### src/rtl/bsched_pkg.sv
package bsched_pkg;

    typedef enum logic [2:0] {
        ST_IDLE,
        ST_LOAD,
        ST_START,
        ST_SHIFT,
        ST_STROBE
    } sched_state_e;

    typedef enum logic [1:0] {
        SRC_FILL,
        SRC_DATA,
        SRC_ADDR
    } byte_src_e;

    // Per-frame parameters, latched once when a frame is set up
    typedef struct packed {
        logic [7:0] addr;
        logic [7:0] nout;
        logic [7:0] nin;
        logic [7:0] pad;
        logic [7:0] total;
    } frame_t;

    // Filler bytes needed so the previous card can return all its inputs
    function automatic logic [7:0] pad_bytes(input logic [7:0] prev_in,
                                             input logic [7:0] nout);
        logic [8:0] flen;
        logic [8:0] diff;
        flen = {1'b0, nout} + 9'd1;
        diff = {1'b0, prev_in} - flen;
        if ({1'b0, prev_in} > flen)
            return diff[7:0];
        return 8'd0;
    endfunction

    // Which kind of byte sits at a given position in the frame
    function automatic byte_src_e byte_source(input logic [7:0] idx,
                                              input logic [7:0] pad,
                                              input logic [7:0] nout);
        logic [8:0] data_end;
        data_end = {1'b0, pad} + {1'b0, nout};
        if (idx < pad)
            return SRC_FILL;
        if ({1'b0, idx} < data_end)
            return SRC_DATA;
        return SRC_ADDR;
    endfunction

endpackage

### src/rtl/bsched_tick.sv
module bsched_tick #(
    parameter int PERIOD = 625000
) (
    input  logic clk,
    input  logic rst,
    output logic tick
);
    localparam int TW = (PERIOD > 2) ? $clog2(PERIOD) : 1;
    localparam logic [TW-1:0] LAST = TW'(PERIOD - 1);

    logic [TW-1:0] cnt_q;

    always_ff @(posedge clk) begin
        if (rst)
            cnt_q <= '0;
        else if (cnt_q == LAST)
            cnt_q <= '0;
        else
            cnt_q <= cnt_q + 1'b1;
    end

    assign tick = (cnt_q == LAST);
endmodule

### src/rtl/bsched_bit_timer.sv
module bsched_bit_timer #(
    parameter int HALF = 80
) (
    input  logic clk,
    input  logic rst,
    input  logic run,
    output logic sample,
    output logic bit_end,
    output logic high
);
    localparam int TW = (2 * HALF > 2) ? $clog2(2 * HALF) : 1;
    localparam logic [TW-1:0] LAST    = TW'(2 * HALF - 1);
    localparam logic [TW-1:0] SAMPLE  = TW'(HALF - 1);
    localparam logic [TW-1:0] HI_FROM = TW'(HALF);

    logic [TW-1:0] cnt_q;

    always_ff @(posedge clk) begin
        if (rst || !run)
            cnt_q <= '0;
        else if (cnt_q == LAST)
            cnt_q <= '0;
        else
            cnt_q <= cnt_q + 1'b1;
    end

    assign sample  = run && (cnt_q == SAMPLE);
    assign bit_end = run && (cnt_q == LAST);
    assign high    = run && (cnt_q >= HI_FROM);
endmodule

### src/rtl/bsched_rx_deser.sv
module bsched_rx_deser (
    input  logic       clk,
    input  logic       rst,
    input  logic       clear,
    input  logic       sample,
    input  logic       rxd,
    output logic       byte_valid,
    output logic [7:0] byte_data
);
    logic [7:0] sh_q;
    logic [2:0] cnt_q;
    logic       valid_q;

    always_ff @(posedge clk) begin
        if (rst || clear) begin
            sh_q    <= '0;
            cnt_q   <= '0;
            valid_q <= 1'b0;
        end else begin
            valid_q <= sample && (cnt_q == 3'd7);
            if (sample) begin
                sh_q  <= {sh_q[6:0], rxd};
                cnt_q <= cnt_q + 1'b1;
            end
        end
    end

    assign byte_valid = valid_q;
    assign byte_data  = sh_q;
endmodule

### src/rtl/bsched_top.sv
module bsched_top
    import bsched_pkg::*;
#(
    parameter int         MAX_CARDS   = 32,
    parameter int         MAX_OUT     = 4,
    parameter int         MAX_IN      = 8,
    parameter int         HALF_DIV    = 80,
    parameter int         PASS_PERIOD = 625000,
    parameter logic [7:0] DUMMY_ADDR  = 8'hFF,
    parameter logic [7:0] FILL_BYTE   = 8'h00,
    localparam int CW  = $clog2(MAX_CARDS + 1),
    localparam int OW  = $clog2(MAX_OUT + 1),
    localparam int IW  = $clog2(MAX_IN + 1),
    localparam int OSW = (MAX_OUT > 1) ? $clog2(MAX_OUT) : 1,
    localparam int ISW = (MAX_IN > 1) ? $clog2(MAX_IN) : 1
) (
    input  logic           clk,
    input  logic           rst,
    input  logic [CW-1:0]  num_cards,
    output logic [CW-1:0]  tbl_card,
    output logic [OSW-1:0] tbl_byte,
    input  logic [7:0]     tbl_addr,
    input  logic [OW-1:0]  tbl_nout,
    input  logic [IW-1:0]  tbl_nin,
    input  logic [7:0]     tbl_data,
    output logic           sclk,
    output logic           txd,
    output logic           strobe,
    input  logic           rxd,
    output logic           in_we,
    output logic [CW-1:0]  in_card,
    output logic [ISW-1:0] in_byte,
    output logic [7:0]     in_data,
    output logic           overrun
);

    sched_state_e   st_q;
    logic [CW-1:0]  card_q;
    logic [CW-1:0]  num_q;
    logic [7:0]     prev_in_q;
    frame_t         fr_q;
    frame_t         fr_next;
    logic [7:0]     ld_cnt_q;
    logic [OSW-1:0] data_sel_q;
    logic [2:0]     bit_q;
    logic [7:0]     sh_q;
    logic [7:0]     rx_cnt_q;
    logic           overrun_q;

    logic           tick;
    logic           run_timer;
    logic           sample;
    logic           bit_end;
    logic           high;
    logic           rx_valid;
    logic [7:0]     rx_byte;
    logic           is_dummy;
    byte_src_e      src;
    logic [7:0]     next_byte;

    bsched_tick #(.PERIOD(PASS_PERIOD)) u_tick (
        .clk  (clk),
        .rst  (rst),
        .tick (tick)
    );

    assign run_timer = (st_q == ST_SHIFT) || (st_q == ST_STROBE);

    bsched_bit_timer #(.HALF(HALF_DIV)) u_timer (
        .clk     (clk),
        .rst     (rst),
        .run     (run_timer),
        .sample  (sample),
        .bit_end (bit_end),
        .high    (high)
    );

    bsched_rx_deser u_rx (
        .clk        (clk),
        .rst        (rst),
        .clear      (st_q == ST_LOAD),
        .sample     (sample && (st_q == ST_SHIFT)),
        .rxd        (rxd),
        .byte_valid (rx_valid),
        .byte_data  (rx_byte)
    );

    // Frame setup from the table entry (or the closing frame)
    always_comb begin
        is_dummy      = (card_q == num_q);
        fr_next.addr  = is_dummy ? DUMMY_ADDR : tbl_addr;
        fr_next.nout  = is_dummy ? 8'd0 : 8'(tbl_nout);
        fr_next.nin   = is_dummy ? 8'd0 : 8'(tbl_nin);
        fr_next.pad   = pad_bytes(prev_in_q, fr_next.nout);
        fr_next.total = fr_next.pad + fr_next.nout + 8'd1;
    end

    // Byte to load next into the transmit shifter
    always_comb begin
        src = byte_source(ld_cnt_q, fr_q.pad, fr_q.nout);
        case (src)
            SRC_FILL: next_byte = FILL_BYTE;
            SRC_DATA: next_byte = tbl_data;
            default:  next_byte = fr_q.addr;
        endcase
    end

    always_ff @(posedge clk) begin
        if (rst) begin
            st_q       <= ST_IDLE;
            card_q     <= '0;
            num_q      <= '0;
            prev_in_q  <= '0;
            fr_q       <= '0;
            ld_cnt_q   <= '0;
            data_sel_q <= '0;
            bit_q      <= '0;
            sh_q       <= '0;
            rx_cnt_q   <= '0;
            overrun_q  <= 1'b0;
        end else begin
            if (tick && (st_q != ST_IDLE))
                overrun_q <= 1'b1;
            if (rx_valid)
                rx_cnt_q <= rx_cnt_q + 1'b1;
            case (st_q)
                ST_IDLE: begin
                    if (tick) begin
                        num_q     <= num_cards;
                        card_q    <= '0;
                        prev_in_q <= '0;
                        st_q      <= ST_LOAD;
                    end
                end
                ST_LOAD: begin
                    fr_q       <= fr_next;
                    ld_cnt_q   <= '0;
                    data_sel_q <= '0;
                    rx_cnt_q   <= '0;
                    st_q       <= ST_START;
                end
                ST_START: begin
                    sh_q     <= next_byte;
                    ld_cnt_q <= ld_cnt_q + 1'b1;
                    if (src == SRC_DATA)
                        data_sel_q <= data_sel_q + 1'b1;
                    bit_q <= '0;
                    st_q  <= ST_SHIFT;
                end
                ST_SHIFT: begin
                    if (bit_end) begin
                        if (bit_q == 3'd7) begin
                            if (ld_cnt_q == fr_q.total) begin
                                st_q <= ST_STROBE;
                            end else begin
                                sh_q     <= next_byte;
                                ld_cnt_q <= ld_cnt_q + 1'b1;
                                if (src == SRC_DATA)
                                    data_sel_q <= data_sel_q + 1'b1;
                            end
                            bit_q <= '0;
                        end else begin
                            sh_q  <= {sh_q[6:0], 1'b0};
                            bit_q <= bit_q + 1'b1;
                        end
                    end
                end
                ST_STROBE: begin
                    if (bit_end) begin
                        if (card_q == num_q) begin
                            st_q <= ST_IDLE;
                        end else begin
                            prev_in_q <= fr_q.nin;
                            card_q    <= card_q + 1'b1;
                            st_q      <= ST_LOAD;
                        end
                    end
                end
                default: st_q <= ST_IDLE;
            endcase
        end
    end

    assign tbl_card = card_q;
    assign tbl_byte = data_sel_q;

    assign sclk   = (st_q == ST_SHIFT) && high;
    assign txd    = (st_q == ST_SHIFT) && sh_q[7];
    assign strobe = (st_q == ST_STROBE);

    assign in_we   = rx_valid && (rx_cnt_q < prev_in_q);
    assign in_card = card_q - 1'b1;
    assign in_byte = rx_cnt_q[ISW-1:0];
    assign in_data = rx_byte;
    assign overrun = overrun_q;

endmodule

### config.mk
export PLATFORM = sky130hd
export DESIGN_NAME = bsched_top
export DESIGN_NICKNAME = d
export VERILOG_FILES = /design/src/rtl/bsched_pkg.sv /design/src/rtl/bsched_tick.sv /design/src/rtl/bsched_bit_timer.sv /design/src/rtl/bsched_rx_deser.sv /design/src/rtl/bsched_top.sv
export SDC_FILE = /design/constraint.sdc
export NUM_CORES = 1
export LEC_CHECK = 0
export ABC_AREA = 1
export BUFFER_PORTS_ARGS = -buffer_cell sky130_fd_sc_hd__buf_2
export CORE_MARGIN = 4
export CORE_UTILIZATION = 59
export CTS_BUF_LIST = sky130_fd_sc_hd__clkbuf_8
export DETAILED_ROUTE_END_ITERATION = 16
export GPL_TIMING_DRIVEN = 0
export PLACE_DENSITY_LB_ADDON = 0.25
export SLEW_MARGIN = 20
export SYNTH_ARGS = -nofsm -noshare
export SYNTH_HDL_FRONTEND = slang
export SYNTH_HIERARCHICAL = 1
export SYNTH_SLANG_ARGS = --single-unit
export TNS_END_PERCENT = 10
### constraint.sdc
create_clock -name clk -period 4.4 [get_ports clk]
set_clock_uncertainty 0.15 [all_clocks]
set_input_delay 0.88 -clock clk [delete_from_list [all_inputs] [get_ports clk]]
set_output_delay 0.88 -clock clk [all_outputs]
set_load 0.05 [all_outputs]
### After elaboration in Yosys (flattened, before gate mapping)

Cells that the tools add are included.

* multiplexer cells: 45
* reductions and logical operators: 28
* eq/ne operators: 20
* magnitude comparators: 5
* $add $sub $neg: 14

Operator list (count)
* 8-bit 2-to-1 mux: 12
* 8-bit case mux with 2 select lines: 3
* 8-bit by 1-bit adder with 8-bit output, second input constant: 4
* 3-bit 2-to-1 mux: 8
* 8-bit case mux with 3 select lines: 1
* 20-bit by 1-bit adder with 20-bit output, second input constant: 1
* 20-bit equality test, second input constant: 1
* 6-bit 2-to-1 mux: 3
* 8-bit less-than comparator: 2
* 2-bit 2-to-1 mux: 8
* 3-bit case mux with 5 select lines: 1
* 6-bit case mux with 2 select lines: 1
* 8-bit by 8-bit adder with 9-bit output: 1
* 3-bit equality test, second input constant: 3
* 1-bit logical AND: 9
* 8-bit by 9-bit less-than comparator with 1-bit output: 1
* 8-bit by 3-bit adder with 8-bit output: 1
* 8-bit by 7-bit equality test with 1-bit output, second input constant: 1
* 8-bit equality test: 1
* 8-bit equality test, second input constant: 1
* 8-bit by 7-bit >= comparator with 1-bit output, second input constant: 1
* 8-bit by 4-bit greater-than comparator with 1-bit output: 1
* 2-bit != test, second input constant: 4
* 4-bit AND reduction: 2
* 26 further kinds: 41

* output and inout port bits: 30
* logic and storage cells: 132
* bits in registers: 133

### Logic depth before layout (Yosys ltp)

* depth in word-level cells: 12
* depth in mapped cells: 26
* gate-level depth less buffers: 26

### By module

Netlist, hierarchy kept.

Modules (own cells, without submodules)
* bsched_top: cells an instance 626, times used 1, area an instance 4662.0 µm²
* bsched_tick: cells an instance 156, times used 1, area an instance 1097.3 µm²
* bsched_rx_deser: cells an instance 74, times used 1, area an instance 539.3 µm²
* bsched_bit_timer: cells an instance 62, times used 1, area an instance 435.4 µm²

### Worst setup path before layout

Ideal clock, no wire load.

* path type: register to register
* start point: register card_q[0], in the netlist tbl_card[0]
* end point: register fr_q[4] (netlist bit)
* data required time: 4.163 ns
* arrival: 3.366 ns
* buffers on the path: 0
* period minus slack after synthesis: 3.603 ns
* cell stages (with the launch flop): 20
* library setup time: 0.087 ns
* path slack: 0.797 ns
* path through: dfxtp_1 inv_2 nand2_1 nand2_1 nor2_4 nand3_4 nand2_4 nor2_1 inv_1 nor2_1 inv_1 nand2_1 ha_1 nand2_1 nor2_1 a211oi_1 fa_1 nor2_1 nand2_1 o31ai_1

* word-level cells in the longest chain between the ends: 8
* elaborated cells on any way between the ends: 10
* classes of those cells: 4 x add/sub; 1 x order compare; 1 x eq/ne; 4 x mux

Ends and longest elaborated chain
* from (decl): line bsched_top.sv:38 `logic [CW-1:0] card_q;`
* from (signal assigned): line bsched_top.sv:174 `card_q <= card_q + 1'b1;`
* 6-bit equality test *: line bsched_top.sv:90 `is_dummy = (card_q == num_q);`
* 3-bit 2-to-1 mux *: line bsched_top.sv:92 `fr_next.nout = is_dummy ? 8'd0 : 8'(tbl_nout);`
* 3-bit by 1-bit adder with 4-bit output: line bsched_pkg.sv:31 `flen = {1'b0, nout} + 9'd1;`
* 8-bit by 4-bit subtractor with 8-bit output or 8-bit by 4-bit greater-than comparator with 1-bit output (tied branches): line bsched_pkg.sv:32, bsched_pkg.sv:33
* 8-bit 2-to-1 mux or 1-bit 2-to-1 mux (tied branches): line bsched_pkg.sv:33 `if ({1'b0, prev_in} > flen)`
* 8-bit 2-to-1 mux: line bsched_pkg.sv:35 `return 8'd0;`
* 8-bit by 3-bit adder with 8-bit output *: line bsched_top.sv:95 `fr_next.total = fr_next.pad + fr_next.nout + 8'd1;`
* 8-bit by 1-bit adder with 8-bit output *: line bsched_top.sv:95
* to (signal assigned): line bsched_top.sv:136 `fr_q <= fr_next;`
* to (decl): line bsched_top.sv:41 `frame_t fr_q;`

Mark *: on every way between the ends. The rest lies on a longest branch, timed or not. The select of a mux whose other input is x is not followed.
A chain may end at the register's enable or synchronous reset.

### Worst setup path after layout

* start point: register card_q[0], in the netlist tbl_card[0]
* end point: register fr_q[3] (netlist bit)

Same word-level chain as after synthesis.

==> results.yml <==
cells_and_area:
  num-nets-final: 1071
  layout_commonest_cell: "sky130_fd_sc_hd__nand2_1"
  flow.area_growth_from_synthesis_pct: 11.7
  area_used_by_multi_input_combinational_logic_mm2: 0.00376
  antennaDiodeCount: 0
  layout.filler_cells: 1008
  layout.cells.most_common_list: "sky130_fd_sc_hd__nand2_1 (191), sky130_fd_sc_hd__dfxtp_1 (119), sky130_fd_sc_hd__nor2_1 (104), sky130_fd_sc_hd__inv_1 (102), sky130_fd_sc_hd__a21oi_1 (73)"
  area.sequential_mm2: 0.00238
  drive_above_1_share_pct: 19.3
synthesis:
  syn-num-nets: 991
  async_flop_share_pct: 0
  netlist_top_cells_area: "sky130_fd_sc_hd__dfxtp_1 (35%), sky130_fd_sc_hd__nand2_1 (11%), sky130_fd_sc_hd__ha_1 (7.1%)"
  yosys-mux-area-fraction_pct: 0
  synth_sequential_area_ratio_pct: 35.4
  synth-compound-area-share_pct: 14.3
  post_synth.cell_area_avg_um2: 7.34
  synth_largest_area_cell: "sky130_fd_sc_hd__dfxtp_1"
  yosys_register_bits: 119
  synth-edff-count: 0
  synth_top_family_by_area: "simple AND/OR/NAND/NOR gates"
  synth_area_in_simple_gates_pct: 30.7
  post_synth_inst_count: 918
  cell_area_after_synthesis_mm2: 0.00673
  synth_adder_area_share_pct: 7.95
  synth_xor_area_share_pct: 2.99
  synth-warning-count: 6
  ys.flop_type: "sky130_fd_sc_hd__dfxtp_1"
  distinct_cell_type_count_after_synthesis: 53
  post_synth_top_area_share_pct: 35.4
placed_design:
  numPortBuffers: 61
  post-dp-hpwl_um: 11000
  globalplace.congestion: 0.866
  pre_cts_ws_ns: 0.740
sta:
  final.setup.tns_ns: 0
  achievable-frequency_mhz: 271
  finalHoldViolCount: 0
  setup_viol: 0
  layout_worst_path_cycle_share_pct: 83.9
  tightest_slew_ns: 0.678
  final_max_slew_viol_count: 0
  grt_setup_unrepaired: "false"
  maxSlewHeadroom_pct: 54.2
  final.setup.worst_slack_ns: 0.710
  period_needed_ns: 3.69
detailed_routing:
  detailedRoute.firstIterationViolations: 422
  drt_pre_antenna_iters: 6
  detail-route-antenna-nets: 0
  detail_route.vias_per_cell: 5.33
  wl_per_cell_um: 12.7
  remaining_drc_errors: 0
  vias: 6129
  detail_route.wirelength_um: 14600
cts:
  cts.htree.levels: 4
  cts.reportedPaths.clkPinSlew_ns: 0.07
  cts_made_buffers: 17
  source_to_sink_clock_delay_at_the_later_pin_of_the_worst_skew_pair_ns: 0.44
  cts_hold_buf: 0
  clock-root-buffer: "sky130_fd_sc_hd__clkbuf_8"
  cts_sinks: 119
  cts_tree: "yes"
  postCtsResizedCells: 0
  post_cts_setup_buffers: 0
  cts_max_path_buffers: 2
status:
  run_status: "finished clean"
power_and_ir_drop:
  static_leakage_nw: 3.14
  power_per_cell_area_mw_per_mm2: 474
  ir_worst_vdd_mv: 0.307
floorplanning:
  die_x_um: 115
  initial_utilization_pct: 61.3
  design.core.area_mm2: 0.0110
  die_outline_area_mm2: 0.0132
  dieHeight_um: 115
  core.rowCount: 38
  ios: 62
global_routing:
  antenna_violations_before_repair: 0
  grt_remaining_overflow: 0
  grt_pass1_vias: 5716
  grt_start_max_net_pins: 17
  grt_usage_pct: 23.8
  grt_first_pass_wirelength_um: 25500
critical_path:
  setup.worst_path.end_class: "flop"
  critical_path_class: "reg2reg"
  timing.reg2reg.worst_path_depth: 21
  rr_endpoint: "fr_q[3]"
  crit_fanout: 7
  cp-start-kind: "flop"
  timing.reg2reg.setup_slack_ns: 0.71
  critPathArrivalTime_ns: 3.92
  worstPathRequired_ns: 4.63
  worst_r2r_startpoint: "tbl_card[0]"
worst_hold_path:
  number_of_instances_on_the_worst_hold_path: 2
  worstHoldEndpoint: "fr_q[6]"
  min-delay-start: "fr_q[6]"
  hold_path.class: "reg2reg"
job:
  cap_violations: 0
## layout make-up
cell class	instances	area share [%]
clock inverter	11	0.648
inverter	115	5.84
sequential	119	31.7
timing repair buffer	61	4.06
multi-input combinational	664	50.0
buffer	20	2.01
tap	140	2.33
clock buffer	19	3.48
## metal layers
| metal | GRT usage (%) | share of wire, % |
|---|---|---|
| met5 | 0 | 0 |
| met4 | 10.3 | 2.0 |
| met3 | 4.32 | 4.2 |
| met2 | 40.7 | 48 |
| met1 | 29.3 | 46 |
## cell usage after synthesis (all sizes together) (9+ instances only)
| master | number |
|---|---|
| nand3 | 55 |
| buf | 15 |
| nor2 | 137 |
| nor3 | 12 |
| a21oi | 82 |
| nand4 | 15 |
| nand2 | 212 |
| o21ai | 50 |
| dfxtp | 119 |
| xor2 | 15 |
| a211oi | 9 |
| inv | 115 |
| ha | 38 |
## kinds of logic after synthesis
logic type,count (synthesis)
AO/OA/AOI/OAI,160
AND/OR/NAND/NOR,440
flip-flops,119
XOR/XNOR,23
adder cells (fa/ha/maj),41
buffers and inverters,135
## worst max-delay path by stage
stage,from,end,slack (ns)
floorplan,tbl_card[0],fr_q[4],0.80
global placement,tbl_nout[1],fr_q[3],0.77
detailed placement,tbl_nout[1],fr_q[3],0.74
CTS,tbl_card[0],fr_q[3],0.76
global route,tbl_card[0],fr_q[3],0.46
finish,tbl_card[0],fr_q[3],0.71
## power breakdown
| part | leakage, nW | internal (W) | switching, W |
|---|---|---|---|
| Combinational | 1.99 | 0.000476 | 0.00100 |
| Clock | 0.186 | 0.000394 | 0.000406 |
| Sequential | 0.963 | 0.00120 | 0.0000898 |
| Total | 3.14 | 0.00207 | 0.00150 |
## worst max-delay path, stage by stage (launching register included)
cell,delay [ns]
sky130_fd_sc_hd__dfxtp_1,0.47
sky130_fd_sc_hd__inv_2,0.13
sky130_fd_sc_hd__nand2_1,0.08
sky130_fd_sc_hd__nand2_1,0.08
sky130_fd_sc_hd__nor2_4,0.13
sky130_fd_sc_hd__nand3_4,0.16
sky130_fd_sc_hd__nand2_4,0.14
sky130_fd_sc_hd__nor2_1,0.05
sky130_fd_sc_hd__inv_1,0.08
sky130_fd_sc_hd__nor2_1,0.08
sky130_fd_sc_hd__inv_1,0.09
sky130_fd_sc_hd__nand2_1,0.06
sky130_fd_sc_hd__ha_1,0.35
sky130_fd_sc_hd__nand2_1,0.10
sky130_fd_sc_hd__nor2_1,0.04
sky130_fd_sc_hd__a211oi_1,0.32
sky130_fd_sc_hd__fa_1,0.48
sky130_fd_sc_hd__nor2_1,0.22
sky130_fd_sc_hd__nand2_1,0.16
sky130_fd_sc_hd__o21ai_0,0.11
sky130_fd_sc_hd__a21oi_1,0.06
sky130_fd_sc_hd__nor2_1,0.11
## per-stage QoR
step	hold WS, ns	util, %	cells	power (W)	cell area [um2]
after floorplan	0.272	-	918	0.00245	6730
after global placement	0.280	65.7	1119	0.00274	7210
after detailed placement	0.289	65.7	1119	0.00277	7210
after CTS	0.300	68.5	1149	0.00358	7520
after global routing	0.334	68.5	1149	0.00384	7520
final	0.294	68.5	1149	0.00357	7520
## sequential cells by signal (all words and copies together), names as in the netlist, 4 cells and up
register	flops
u_rx/byte_data	8
fr_q	30
num_q	6
u_timer/cnt_q	8
ld_cnt_q	8
tbl_card	6
rx_cnt_q	8
u_tick/cnt_q	20
sh_q	8
prev_in_q	4
Power figures use the tool's default switching activity.
